--- config.mk ---
export PLATFORM = sky130hd
export DESIGN_NAME = ifetch_exc_detect
export DESIGN_NICKNAME = d
export VERILOG_FILES = /design/src/rtl/ifx_pkg.sv /design/src/rtl/ifx_opcode_check.sv /design/src/rtl/ifx_bus_check.sv /design/src/rtl/ifetch_exc_detect.sv
export SDC_FILE = /design/constraint.sdc
export NUM_CORES = 1
export LEC_CHECK = 0
export BUFFER_PORTS_ARGS = -buffer_cell sky130_fd_sc_hd__buf_2
export CORE_AREA = 4 4 41 43
export CTS_BUF_LIST = sky130_fd_sc_hd__clkbuf_16
export DETAILED_ROUTE_END_ITERATION = 16
export DIE_AREA = 0 0 45 47
export SETUP_SLACK_MARGIN = 0.05
export SLEW_MARGIN = 20
export SYNTH_ARGS = -nofsm -noshare
export SYNTH_HDL_FRONTEND = slang
export SYNTH_HIERARCHICAL = 1
export SYNTH_SLANG_ARGS = --single-unit
--- constraint.sdc ---
create_clock -name clk_i -period 0.8 [get_ports clk_i]
set_input_delay 0.08 -clock clk_i [delete_from_list [all_inputs] [get_ports clk_i]]
set_output_delay 0.08 -clock clk_i [all_outputs]
set_load 0.03 [all_outputs]
--- src/rtl/ifx_pkg.sv ---
`timescale 1ns/1ps
package ifx_pkg;
  typedef enum logic {
    SRC_LMEM = 1'b0,
    SRC_CBUS = 1'b1
  } fetch_src_e;

  localparam logic [1:0] RESP_OKAY = 2'b00;

  typedef struct packed {
    logic illegal;
    logic bus;
  } exc_flags_t;
endpackage

--- src/rtl/ifx_opcode_check.sv ---
`timescale 1ns/1ps
module ifx_opcode_check #(
  parameter int INSTR_W     = 32,
  parameter int OP_W        = 6,
  parameter int NUM_OPT_GRP = 2,
  localparam int OPS        = 1 << OP_W,
  parameter logic [OPS-1:0] BASE_MASK = 64'h7FFF_FFFF_FFFF_7F7F,
  parameter logic [NUM_OPT_GRP-1:0][OPS-1:0] OPT_GRP_MASKS =
    {64'h0000_0000_0044_0000, 64'h0000_0000_0001_0000}
) (
  input  logic [INSTR_W-1:0]     instr_i,
  input  logic [NUM_OPT_GRP-1:0] opt_en_i,
  input  logic                   zero_chk_en_i,
  output logic                   illegal_o
);
  logic [NUM_OPT_GRP:0][OPS-1:0] mask_chain;
  logic [OP_W-1:0]               major;

  assign mask_chain[0] = BASE_MASK;

  // strip each disabled optional group from the valid set
  for (genvar g = 0; g < NUM_OPT_GRP; g++) begin : g_strip
    assign mask_chain[g+1] = opt_en_i[g] ? mask_chain[g]
                                         : (mask_chain[g] & ~OPT_GRP_MASKS[g]);
  end

  assign major     = instr_i[INSTR_W-1 -: OP_W];
  assign illegal_o = ~mask_chain[NUM_OPT_GRP][major]
                   | (zero_chk_en_i & (instr_i == '0));
endmodule

--- src/rtl/ifx_bus_check.sv ---
`timescale 1ns/1ps
module ifx_bus_check
  import ifx_pkg::*;
#(
  parameter int RESP_W = 2
) (
  input  logic              fetch_src_i,
  input  logic              ecc_ue_i,
  input  logic              ecc_ce_i,
  input  logic              ce_report_en_i,
  input  logic [RESP_W-1:0] bus_resp_i,
  input  logic              cache_en_i,
  input  logic              inhibit_cache_i,
  output logic              bus_err_o
);
  logic lmem_err, cbus_err, bypass;

  assign lmem_err = ecc_ue_i | (ecc_ce_i & ce_report_en_i);
  assign bypass   = ~cache_en_i | inhibit_cache_i;
  assign cbus_err = (bus_resp_i != RESP_W'(RESP_OKAY)) & bypass;

  always_comb begin
    unique case (fetch_src_e'(fetch_src_i))
      SRC_LMEM: bus_err_o = lmem_err;
      SRC_CBUS: bus_err_o = cbus_err;
      default:  bus_err_o = 1'b0;
    endcase
  end
endmodule

--- src/rtl/ifetch_exc_detect.sv ---
`timescale 1ns/1ps
module ifetch_exc_detect
  import ifx_pkg::*;
#(
  parameter int INSTR_W     = 32,
  parameter int OP_W        = 6,
  parameter int NUM_OPT_GRP = 2,
  parameter int RESP_W      = 2,
  localparam int OPS        = 1 << OP_W,
  parameter logic [OPS-1:0] BASE_MASK = 64'h7FFF_FFFF_FFFF_7F7F,
  parameter logic [NUM_OPT_GRP-1:0][OPS-1:0] OPT_GRP_MASKS =
    {64'h0000_0000_0044_0000, 64'h0000_0000_0001_0000}
) (
  input  logic                   clk_i,
  input  logic                   rst_ni,
  input  logic                   fetch_valid_i,
  input  logic [INSTR_W-1:0]     instr_i,
  input  logic                   fetch_src_i,
  input  logic                   ecc_ue_i,
  input  logic                   ecc_ce_i,
  input  logic [RESP_W-1:0]      bus_resp_i,
  input  logic                   cache_en_i,
  input  logic                   inhibit_cache_i,
  input  logic [NUM_OPT_GRP-1:0] opt_en_i,
  input  logic                   zero_chk_en_i,
  input  logic                   ce_report_en_i,
  output logic                   illegal_exc_o,
  output logic                   bus_exc_o
);
  logic       op_illegal, bus_err;
  exc_flags_t exc_d, exc_q;

  ifx_opcode_check #(
    .INSTR_W(INSTR_W), .OP_W(OP_W), .NUM_OPT_GRP(NUM_OPT_GRP),
    .BASE_MASK(BASE_MASK), .OPT_GRP_MASKS(OPT_GRP_MASKS)
  ) u_opc (
    .instr_i(instr_i), .opt_en_i(opt_en_i),
    .zero_chk_en_i(zero_chk_en_i), .illegal_o(op_illegal)
  );

  ifx_bus_check #(.RESP_W(RESP_W)) u_bus (
    .fetch_src_i(fetch_src_i), .ecc_ue_i(ecc_ue_i), .ecc_ce_i(ecc_ce_i),
    .ce_report_en_i(ce_report_en_i), .bus_resp_i(bus_resp_i),
    .cache_en_i(cache_en_i), .inhibit_cache_i(inhibit_cache_i),
    .bus_err_o(bus_err)
  );

  // illegal opcode wins; a single cause per beat
  always_comb begin
    exc_d.illegal = fetch_valid_i & op_illegal;
    exc_d.bus     = fetch_valid_i & bus_err & ~op_illegal;
  end

  always_ff @(posedge clk_i or negedge rst_ni) begin
    if (!rst_ni) exc_q <= '0;
    else         exc_q <= exc_d;
  end

  assign illegal_exc_o = exc_q.illegal;
  assign bus_exc_o     = exc_q.bus;
endmodule

# After elaboration in Yosys (flattened, before gate mapping)

Cells that the tools add are included.

Magnitude comparators: 1
Reductions and logical operators: 2
Multiplexer cells: 5
Bitwise operators: 13

Operators by type and width:

| kind               | count |
|---|---|
| $logic_not 32->1   | 1 |
| $mux 23            | 1 |
| $mux 17            | 1 |
| $lt 6x7->1 const B | 1 |
| $and 1x1->1        | 6 |
| $bmux 1 s6         | 1 |
| $not 1->1          | 4 |
| $or 1x1->1         | 3 |
| $pmux 1 s2         | 1 |
| $reduce_bool 2->1  | 1 |
| $mux 1             | 1 |

Bits of input ports: 46
Output and inout bits: 2
Register bits: 2

# Depth between registers and ports, before layout

Gate-level depths: netlist of the first run.

Word-level depth: 8
Gate-level depth with buffers: 5
Depth with buffers taken out: 5

# Cells and area by module

The synthesis of the first run kept the hierarchy.

By module, submodules not included:

| module            | instances | area an instance (um^2) | cells an instance |
|---|---|---|---|
| ifx_opcode_check  | 1         | 147.6                   | 21 |
| ifetch_exc_detect | 1         | 66.3                    | 4 |
| ifx_bus_check     | 1         | 28.8                    | 4 |

# Worst setup path after synthesis of the first run

OpenSTA, ideal clock, no wires.

Path kind: in2reg
Start: input instr_i[9]
End: register exc_q, in the netlist bus_exc_o
Setup time: 0.120 ns
Setup slack: -0.352 ns
Cell stages on the path: 5
Required time: 0.680 ns
Data arrival time: 1.033 ns
Path through: nor4_1 > nand4_1 > or3_1 > nand3_1 > and3b_1

RTL lines:

| item                 | RTL line                | source |
|---|---|---|
| start, declared      | ifetch_exc_detect.sv:17 | `input logic [INSTR_W-1:0] instr_i,` |
| end signal, assigned | ifetch_exc_detect.sv:55 | `if (!rst_ni) exc_q <= '0;` |
| end signal, assigned | ifetch_exc_detect.sv:56 | `else exc_q <= exc_d;` |
| end, declared        | ifetch_exc_detect.sv:31 | `exc_flags_t exc_d, exc_q;` |

==> impl_metrics.py, run 1 <==
metrics = {
    "routing": {
        "antenna_left": 0,
        "viasPerCell": 4.66,
        "wire_per_inst_um": 11.4,
        "drcViolationCount": 0,
        "drt-initial-drc-count": 4,
        "firstDrtPassIters": 4,
        "routed_wl_mm": 1.13,
        "vias": 461,
    },
    "synthesis": {
        "synth_edf_count": 0,
        "syn_nets": 75,
        "synth.most_common_cell": "nor4_1",
        "syn_area_um2": 243,
        "yosysTopAreaCell": "dfrtp_1",
        "synth-seq-area-share_pct": 20.6,
        "synth_cell_type_count": 20,
        "ys_ff_latch": 2,
        "synthCells": 29,
        "synth.area.top_cells": "dfrtp_1 21%, nor4_1 10%, nor4_4 8.8%",
        "yosys_warnings": 6,
        "postSynth.asyncResetShare_pct": 100,
        "synth_top_area_share_pct": 20.6,
        "synth_top_cells_by_count": "4 x nor4_1, 3 x nand3_1",
        "synth_flop_cell": "dfrtp_1",
        "synth.avg_cell_area_um2": 8.37,
    },
    "clock_tree": {
        "root_buffer": "clkbuf_16",
        "cts_max_path_buffers": 2,
        "numCtsBuffers": 3,
        "cts.sinks": 2,
        "htree_levels": 1,
        "tritoncts": "yes",
        "clk_pin_slew_ns": 0.03,
        "post-cts-setup-buffer-count": 0,
    },
    "layout": {
        "nets": 132,
        "num_antenna_cells": 0,
        "fillers": 122,
        "area_growth_pct": 185,
        "drive_gt1_share_pct": 73.8,
    },
    "sta": {
        "rsz0062_at_grt": "true",
        "period_share_pct": 134,
        "finalSetupViolCount": 3,
        "tightest_slew_ns": 0.230,
        "fin_ws_ns": -0.274,
        "whs_ns": 0.116,
        "slew_headroom_pct": 84.5,
        "hold_viol": 0,
        "max_freq_ghz": 0.931,
        "drv_slew": 0,
        "fin_crit_ns": 1.07,
    },
    "min_path": {
        "hold_depth": 2,
        "hold_path.class": "input port to flop",
        "min_to": "illegal_exc_o",
        "worstHoldStart": "fetch_valid_i",
    },
    "grt": {
        "grt_pass1_vias": 471,
        "grt_usage_pct": 11.5,
        "grt_pass1_wl_mm": 1.75,
        "grt_max_degree": 5,
        "antenna_found_initial": 0,
        "grt_overflow": 0,
    },
    "floorplan": {
        "die_x_um": 45,
        "rows": 13,
        "die_area_mm2": 0.00212,
        "ios": 48,
        "start_util_pct": 18.7,
        "core_mm2": 0.00130,
        "die_h_um": 47,
    },
    "placed_design": {
        "place_congestion": 0.768,
        "hpwl_um": 970,
        "numPortBuffers": 47,
    },
    "power_and_ir_drop": {
        "power.density_mw_per_mm2": 1580,
        "total_leakage_power_nw": 0.349,
        "ir_worst_vdd_v": 0.000534,
        "total_power_mw": 1.10,
    },
    "worst_setup_path": {
        "required_ns": 0.90,
        "start_kind": "input port",
        "worstSetupPathType": "input port to flop",
        "critPathCaptureType": "flop",
        "arrival_ns": 1.18,
        "worstPathMaxFanout": 2,
    },
    "run": {
        "max-cap-violations": 0,
    },
    "run_status": {
        "outcome": "finished with violations",
        "violations": "negative setup slack",
    },
}
==> placed cells by master (no fill, tap or decap), types with 2 or more instances in the layout <==
| cell type | instances |
|---|---|
| nand3_1 | 2 |
| nand4_1 | 2 |
| nand2_1 | 2 |
| nor4_4 | 2 |
| nor2_1 | 2 |
| nor4_2 | 2 |
| dfrtp_1 | 2 |
| clkbuf_16 | 3 |
| buf_4 | 4 |
| buf_2 | 40 |
| nor4_1 | 2 |
| buf_6 | 7 |
==> registers in the layout, indices dropped and copies added, names as in the netlist <==
name,flops
bus_exc_o,1
illegal_exc_o,1
==> power breakdown <==
group	internal [mW]	leakage, nW	switching [mW]	total, mW
clock network	0.636	0.0370	0.115	0.751
registers	0.107	0.0268	0.00243	0.109
logic	0.146	0.286	0.0901	0.236
==> worst max path at each step <==
stage	start	endpoint	slack, ns
5_1_grt	instr_i[20]	bus_exc_o	-0.36
3_3_place_gp	instr_i[30]	bus_exc_o	-0.50
4_1_cts	instr_i[12]	bus_exc_o	-0.32
6_report	instr_i[12]	bus_exc_o	-0.27
2_1_floorplan	instr_i[1]	bus_exc_o	-0.31
3_5_place_dp	instr_i[27]	bus_exc_o	-0.57
==> metrics by stage <==
step                cells  setup TNS, ns  area (µm²)  setup slack [ns]  utilization (%)
floorplan              29         -0.522         249            -0.309                -
global placement       95         -0.911         533            -0.503             41.0
detailed placement     95          -1.04         533            -0.573             41.0
CTS                    99         -0.537         686            -0.317             52.7
global route           99         -0.643         692            -0.358             53.2
finish                 99         -0.451         692            -0.274             53.2
==> metal layers <==
metal / GRT usage, % / part of all wire (%)
met1: 10.6 / 33
met2: 22.0 / 51
met3: 4.60 / 16
met4: 5.26 / 0
met5: 0 / 0
==> worst max-delay path, stage by stage <==
cell	delay (ns)
buf_6	0.10
nor4_4	0.25
nand4_1	0.13
or3_1	0.37
nand3_2	0.08
and3b_1	0.17
==> what timing repair did <==
item	4_1_cts	5_1_grt
hold buffers	1	0
endpoints found under the setup margin	4	4
pin swaps	5	2
endpoints found under the hold margin	2	0
gates resized for setup	13	1
==> kinds of logic after synthesis <==
logic type,share of synthesized area [%]
and+or+nand+nor,61.9
buffers and inverters,1.54
AOI/OAI and AO/OA,16.0
DFF,20.6
==> area by class of cell <==
class,instances,area [µm²],share of cell area [%]
tap,15,18.8,2.71
inverter,1,3.75,0.542
sequential,2,50.0,7.23
multi-input combinational,26,225,32.5
clock buffer,3,75.1,10.8
timing repair buffer,52,319,46.1
Note: power is estimated with default switching activity, not from simulation.
==> inputs of run 2 (changes only) <==
- TNS_END_PERCENT: default -> 1
==> impl_metrics.py, run 2 (same netlist as run 1, synthesis figures left out) <==
metrics = {
    "grt": {
        "grt_max_degree": 5,
        "grt_pass1_wl_mm": 1.71,
        "grt_usage_pct": 11.3,
        "grt_overflow": 0,
        "grt_pass1_vias": 461,
        "antenna_found_initial": 0,
    },
    "clock_tree": {
        "numCtsBuffers": 3,
        "root_buffer": "clkbuf_16",
        "post-cts-setup-buffer-count": 0,
        "htree_levels": 1,
        "tritoncts": "yes",
        "clk_pin_slew_ns": 0.03,
        "cts_max_path_buffers": 2,
        "cts.sinks": 2,
    },
    "power_and_ir_drop": {
        "p_clk_share_pct": 68.5,
        "power_frac_seq_pct": 10.0,
        "power.density_mw_per_mm2": 1590,
        "switchingPower_mw": 0.207,
        "internal_power_mw": 0.888,
        "combPwrFrac_pct": 21.5,
        "ir_worst_vdd_v": 0.000543,
        "total_power_mw": 1.10,
        "sw_frac_of_total_pct": 18.9,
        "total_leakage_power_nw": 0.349,
    },
    "floorplan": {
        "ios": 48,
        "start_util_pct": 18.7,
        "rows": 13,
        "core_mm2": 0.00130,
        "die_h_um": 47,
        "die_x_um": 45,
        "die_area_mm2": 0.00212,
    },
    "layout": {
        "num_antenna_cells": 0,
        "final_area_um2": 691,
        "fillers": 123,
        "fin_util_pct": 53.1,
        "area_growth_pct": 185,
        "mostFrequentLayoutCell": "buf_2",
        "drive_gt1_share_pct": 73.8,
        "nets": 132,
        "layout_common_cells": "40 x buf_2, 7 x buf_6, 4 x buf_4, 3 x clkbuf_16",
    },
    "routing": {
        "drt-initial-drc-count": 3,
        "firstDrtPassIters": 4,
        "wire_per_inst_um": 11.4,
        "drcViolationCount": 0,
        "routed_wl_mm": 1.13,
        "vias": 461,
        "viasPerCell": 4.66,
        "antenna_left": 0,
    },
    "run": {
        "max-cap-violations": 0,
    },
    "sta": {
        "rsz0062_at_grt": "true",
        "tightest_slew_ns": 0.230,
        "period_share_pct": 134,
        "fin_ws_ns": -0.271,
        "fin_tns_setup_ns": -0.450,
        "hold_viol": 0,
        "whs_ns": 0.119,
        "slew_headroom_pct": 84.5,
        "max_freq_ghz": 0.934,
        "drv_slew": 0,
        "finalSetupViolCount": 3,
        "fin_crit_ns": 1.07,
    },
    "placed_design": {
        "numPortBuffers": 47,
        "place_congestion": 0.768,
        "hpwl_um": 970,
        "dpl_cell_area_um2": 533,
    },
    "min_path": {
        "worstHoldStart": "fetch_valid_i",
        "hold_path.class": "input port to flop",
    },
    "worst_setup_path": {
        "arrival_ns": 1.17,
        "start_kind": "input port",
        "worstSetupPathType": "input port to flop",
        "critPathCaptureType": "flop",
        "worstPathMaxFanout": 2,
        "critPathLaunch": "instr_i[12]",
        "required_ns": 0.90,
    },
    "run_status": {
        "outcome": "finished with violations",
        "violations": "negative setup slack",
    },
}
==> run 2: cell counts in the layout (fill, tap and decap cells not counted) <==
No cell type changed its count.
==> run 2: metal layers <==
metal	track usage, %	vias to the layer above	routed length, µm
met4	5.26	0	0
met3	4.60	0	179
li1	-	230	-
met5	0	-	0
met1	10.4	200	371
met2	21.5	31	581
==> run 2: power groups by stage <==
| stage | Sequential, mW | Combinational (mW) | Clock [mW] |
|---|---|---|---|
| after floorplan | 0.120 | 0.0356 | 0 |
| after detailed placement | 0.109 | 0.199 | 0 |
| after global routing | 0.110 | 0.258 | 0.780 |
| after CTS | 0.109 | 0.235 | 0.773 |
| after global placement | 0.109 | 0.194 | 0 |
| final | 0.109 | 0.235 | 0.751 |
==> run 2: repair_timing <==
action | CTS | global route
endpoints found under the setup margin | 4 | 4
resized for setup | 11 | 2
pin swaps | 5 | 2
hold buffers | 1 | 0
endpoints found under the hold margin | 2 | 0
==> run 2: cell type report <==
type / instances / area (µm²) / area share [%]
Multi-Input combinational cell: 26 / 224 / 32.4
Inverter: 1 / 3.75 / 0.543
Timing Repair Buffer: 52 / 319 / 46.2
Tap cell: 15 / 18.8 / 2.72
Sequential cell: 2 / 50.0 / 7.25
Clock buffer: 3 / 75.1 / 10.9
==> run 2: worst max-delay path, stage by stage <==
cell and delay, ns:
buf_6 0.10, nor4_4 0.25, nand4_1 0.13, or3_1 0.37, nand3_2 0.07, and3b_1 0.17
==> run 2: final timing paths <==
kind | to | slack (ns) | cells past startpoint
setup / recovery | bus_exc_o | -0.27 | 6
hold / removal | illegal_exc_o | 0.12 | 2
max in group asynchronous | bus_exc_o | 0.53 | 2
min in group asynchronous | illegal_exc_o | 0.18 | 2
==> run 2: metrics by stage <==
stage,cells,setup slack [ns]
after floorplan,29,-0.309
final,99,-0.271
after global placement,95,-0.503
after detailed placement,95,-0.573
after CTS,99,-0.319
after global routing,99,-0.352
==> inputs of run 3 (changes only) <==
- clock period: 0.8 -> 1.21 ns (I/O delays scaled with it)
==> impl_metrics.py, run 3 (same netlist as run 1, synthesis figures left out) <==
metrics = {
    "power_and_ir_drop": {
        "power_frac_seq_pct": 10.2,
        "ir_worst_vdd_v": 0.000318,
        "sw_frac_of_total_pct": 18.8,
        "switchingPower_mw": 0.132,
        "p_clk_share_pct": 70.3,
        "combPwrFrac_pct": 19.5,
        "internal_power_mw": 0.570,
        "power.density_mw_per_mm2": 1110,
        "total_leakage_power_nw": 0.319,
    },
    "routing": {
        "drcViolationCount": 0,
        "viasPerCell": 4.65,
        "antenna_left": 0,
        "drt-initial-drc-count": 0,
        "vias": 456,
        "routed_wl_mm": 1.17,
        "firstDrtPassIters": 1,
        "wire_per_inst_um": 12.0,
    },
    "worst_setup_path": {
        "worstPathMaxFanout": 2,
        "critPathCaptureType": "flop",
        "required_ns": 1.31,
        "worstSetupPathType": "input port to flop",
        "start_kind": "input port",
        "arrival_ns": 1.21,
    },
    "sta": {
        "period_share_pct": 91.3,
        "fin_crit_ns": 1.10,
        "max_freq_ghz": 0.905,
        "tightest_slew_ns": 0.216,
        "fin_tns_setup_ns": 0,
        "finalSetupViolCount": 0,
        "fin_ws_ns": 0.106,
        "hold_viol": 0,
        "slew_headroom_pct": 85.6,
        "rsz0062_at_grt": "false",
        "drv_slew": 0,
    },
    "floorplan": {
        "die_area_mm2": 0.00212,
        "rows": 13,
        "start_util_pct": 18.7,
        "die_x_um": 45,
        "ios": 48,
        "die_h_um": 47,
        "core_mm2": 0.00130,
    },
    "grt": {
        "grt_usage_pct": 11.4,
        "grt_pass1_vias": 451,
        "grt_pass1_wl_mm": 1.67,
        "grt_max_degree": 5,
        "antenna_found_initial": 0,
        "grt_overflow": 0,
    },
    "min_path": {
        "hold_path.class": "input port to flop",
        "hold_depth": 2,
        "min_to": "illegal_exc_o",
        "worstHoldStart": "fetch_valid_i",
    },
    "run_status": {
        "outcome": "finished, final reports clean",
    },
    "layout": {
        "num_antenna_cells": 0,
        "drive_gt1_share_pct": 74.7,
        "mostFrequentLayoutCell": "buf_2",
        "fin_util_pct": 48.4,
        "instances_no_fill": 98,
        "area_growth_pct": 159,
        "nets": 131,
        "layout_common_cells": "47 x buf_2, 5 x nor4_2, 3 x clkbuf_16, 3 x nand3_1, 3 x buf_4",
    },
    "placed_design": {
        "pre_cts_slack_ns": -0.233,
        "place_congestion": 0.770,
        "dpl.cell_count": 94,
        "numPortBuffers": 47,
        "hpwl_mm": 1.04,
    },
    "run": {
        "max-cap-violations": 0,
    },
    "clock_tree": {
        "tritoncts": "yes",
        "cts_max_path_buffers": 2,
        "htree_levels": 1,
        "clk_pin_slew_ns": 0.03,
        "cts.sinks": 2,
        "root_buffer": "clkbuf_16",
        "numCtsBuffers": 3,
    },
}
[run 3: power by group through the flow]
stage | clock (mW) | sequential, mW | combinational [mW]
floorplan | 0 | 0.0792 | 0.0235
global placement | 0 | 0.0721 | 0.126
detailed placement | 0 | 0.0721 | 0.130
CTS | 0.501 | 0.0714 | 0.133
global route | 0.515 | 0.0715 | 0.151
finish | 0.493 | 0.0714 | 0.137
[run 3: worst max-delay path by stage]
stage	start	to	slack (ns)	cells after the start
after global placement	instr_i[27]	bus_exc_o	-0.17	6
final	instr_i[20]	bus_exc_o	0.11	6
after CTS	instr_i[20]	bus_exc_o	0.07	6
after detailed placement	instr_i[27]	bus_exc_o	-0.23	6
after global routing	instr_i[30]	bus_exc_o	0.03	6
after floorplan	instr_i[1]	bus_exc_o	0.06	5
[run 3: critical path, cell delays in order]
cell and delay [ns]:
buf_2 0.10, nor4b_2 0.27, nand4_1 0.13, or3_1 0.32, nand3_1 0.08, and3b_1 0.17
[run 3: layout make-up]
class	count	area, µm²
Fill cell	141	672
Timing Repair Buffer	51	268
Multi-Input combinational cell	26	214
Clock buffer	3	75.1
Sequential cell	2	50.0
Tap cell	15	18.8
Inverter	1	3.75
[run 3: layer usage]
metal / global-route usage (%) / up-vias / wire, µm / part of all wire (%)
met1: 9.95 / 189 / 358 / 31
li1: - / 228 / - / -
met4: 7.02 / 0 / 24 / 2.0
met5: 0 / - / 0 / 0
met3: 5.75 / 4 / 204 / 17
met2: 20.6 / 35 / 585 / 50
[run 3: per-stage QoR]
stage	total power, mW	hold WS [ns]	instance area (µm²)
floorplan	0.103	-0.175	249
global placement	0.198	-0.0928	526
detailed placement	0.202	-0.0891	526
CTS	0.705	0.150	611
global route	0.737	0.162	629
finish	0.701	0.156	629
[run 3: timing repair]
action	CTS	global route
setup buffers	0	0
gates resized for setup	0	3
endpoints found under the hold margin	2	0
endpoints found under the setup margin	1	1
hold buffers	1	0
pin swaps	3	0
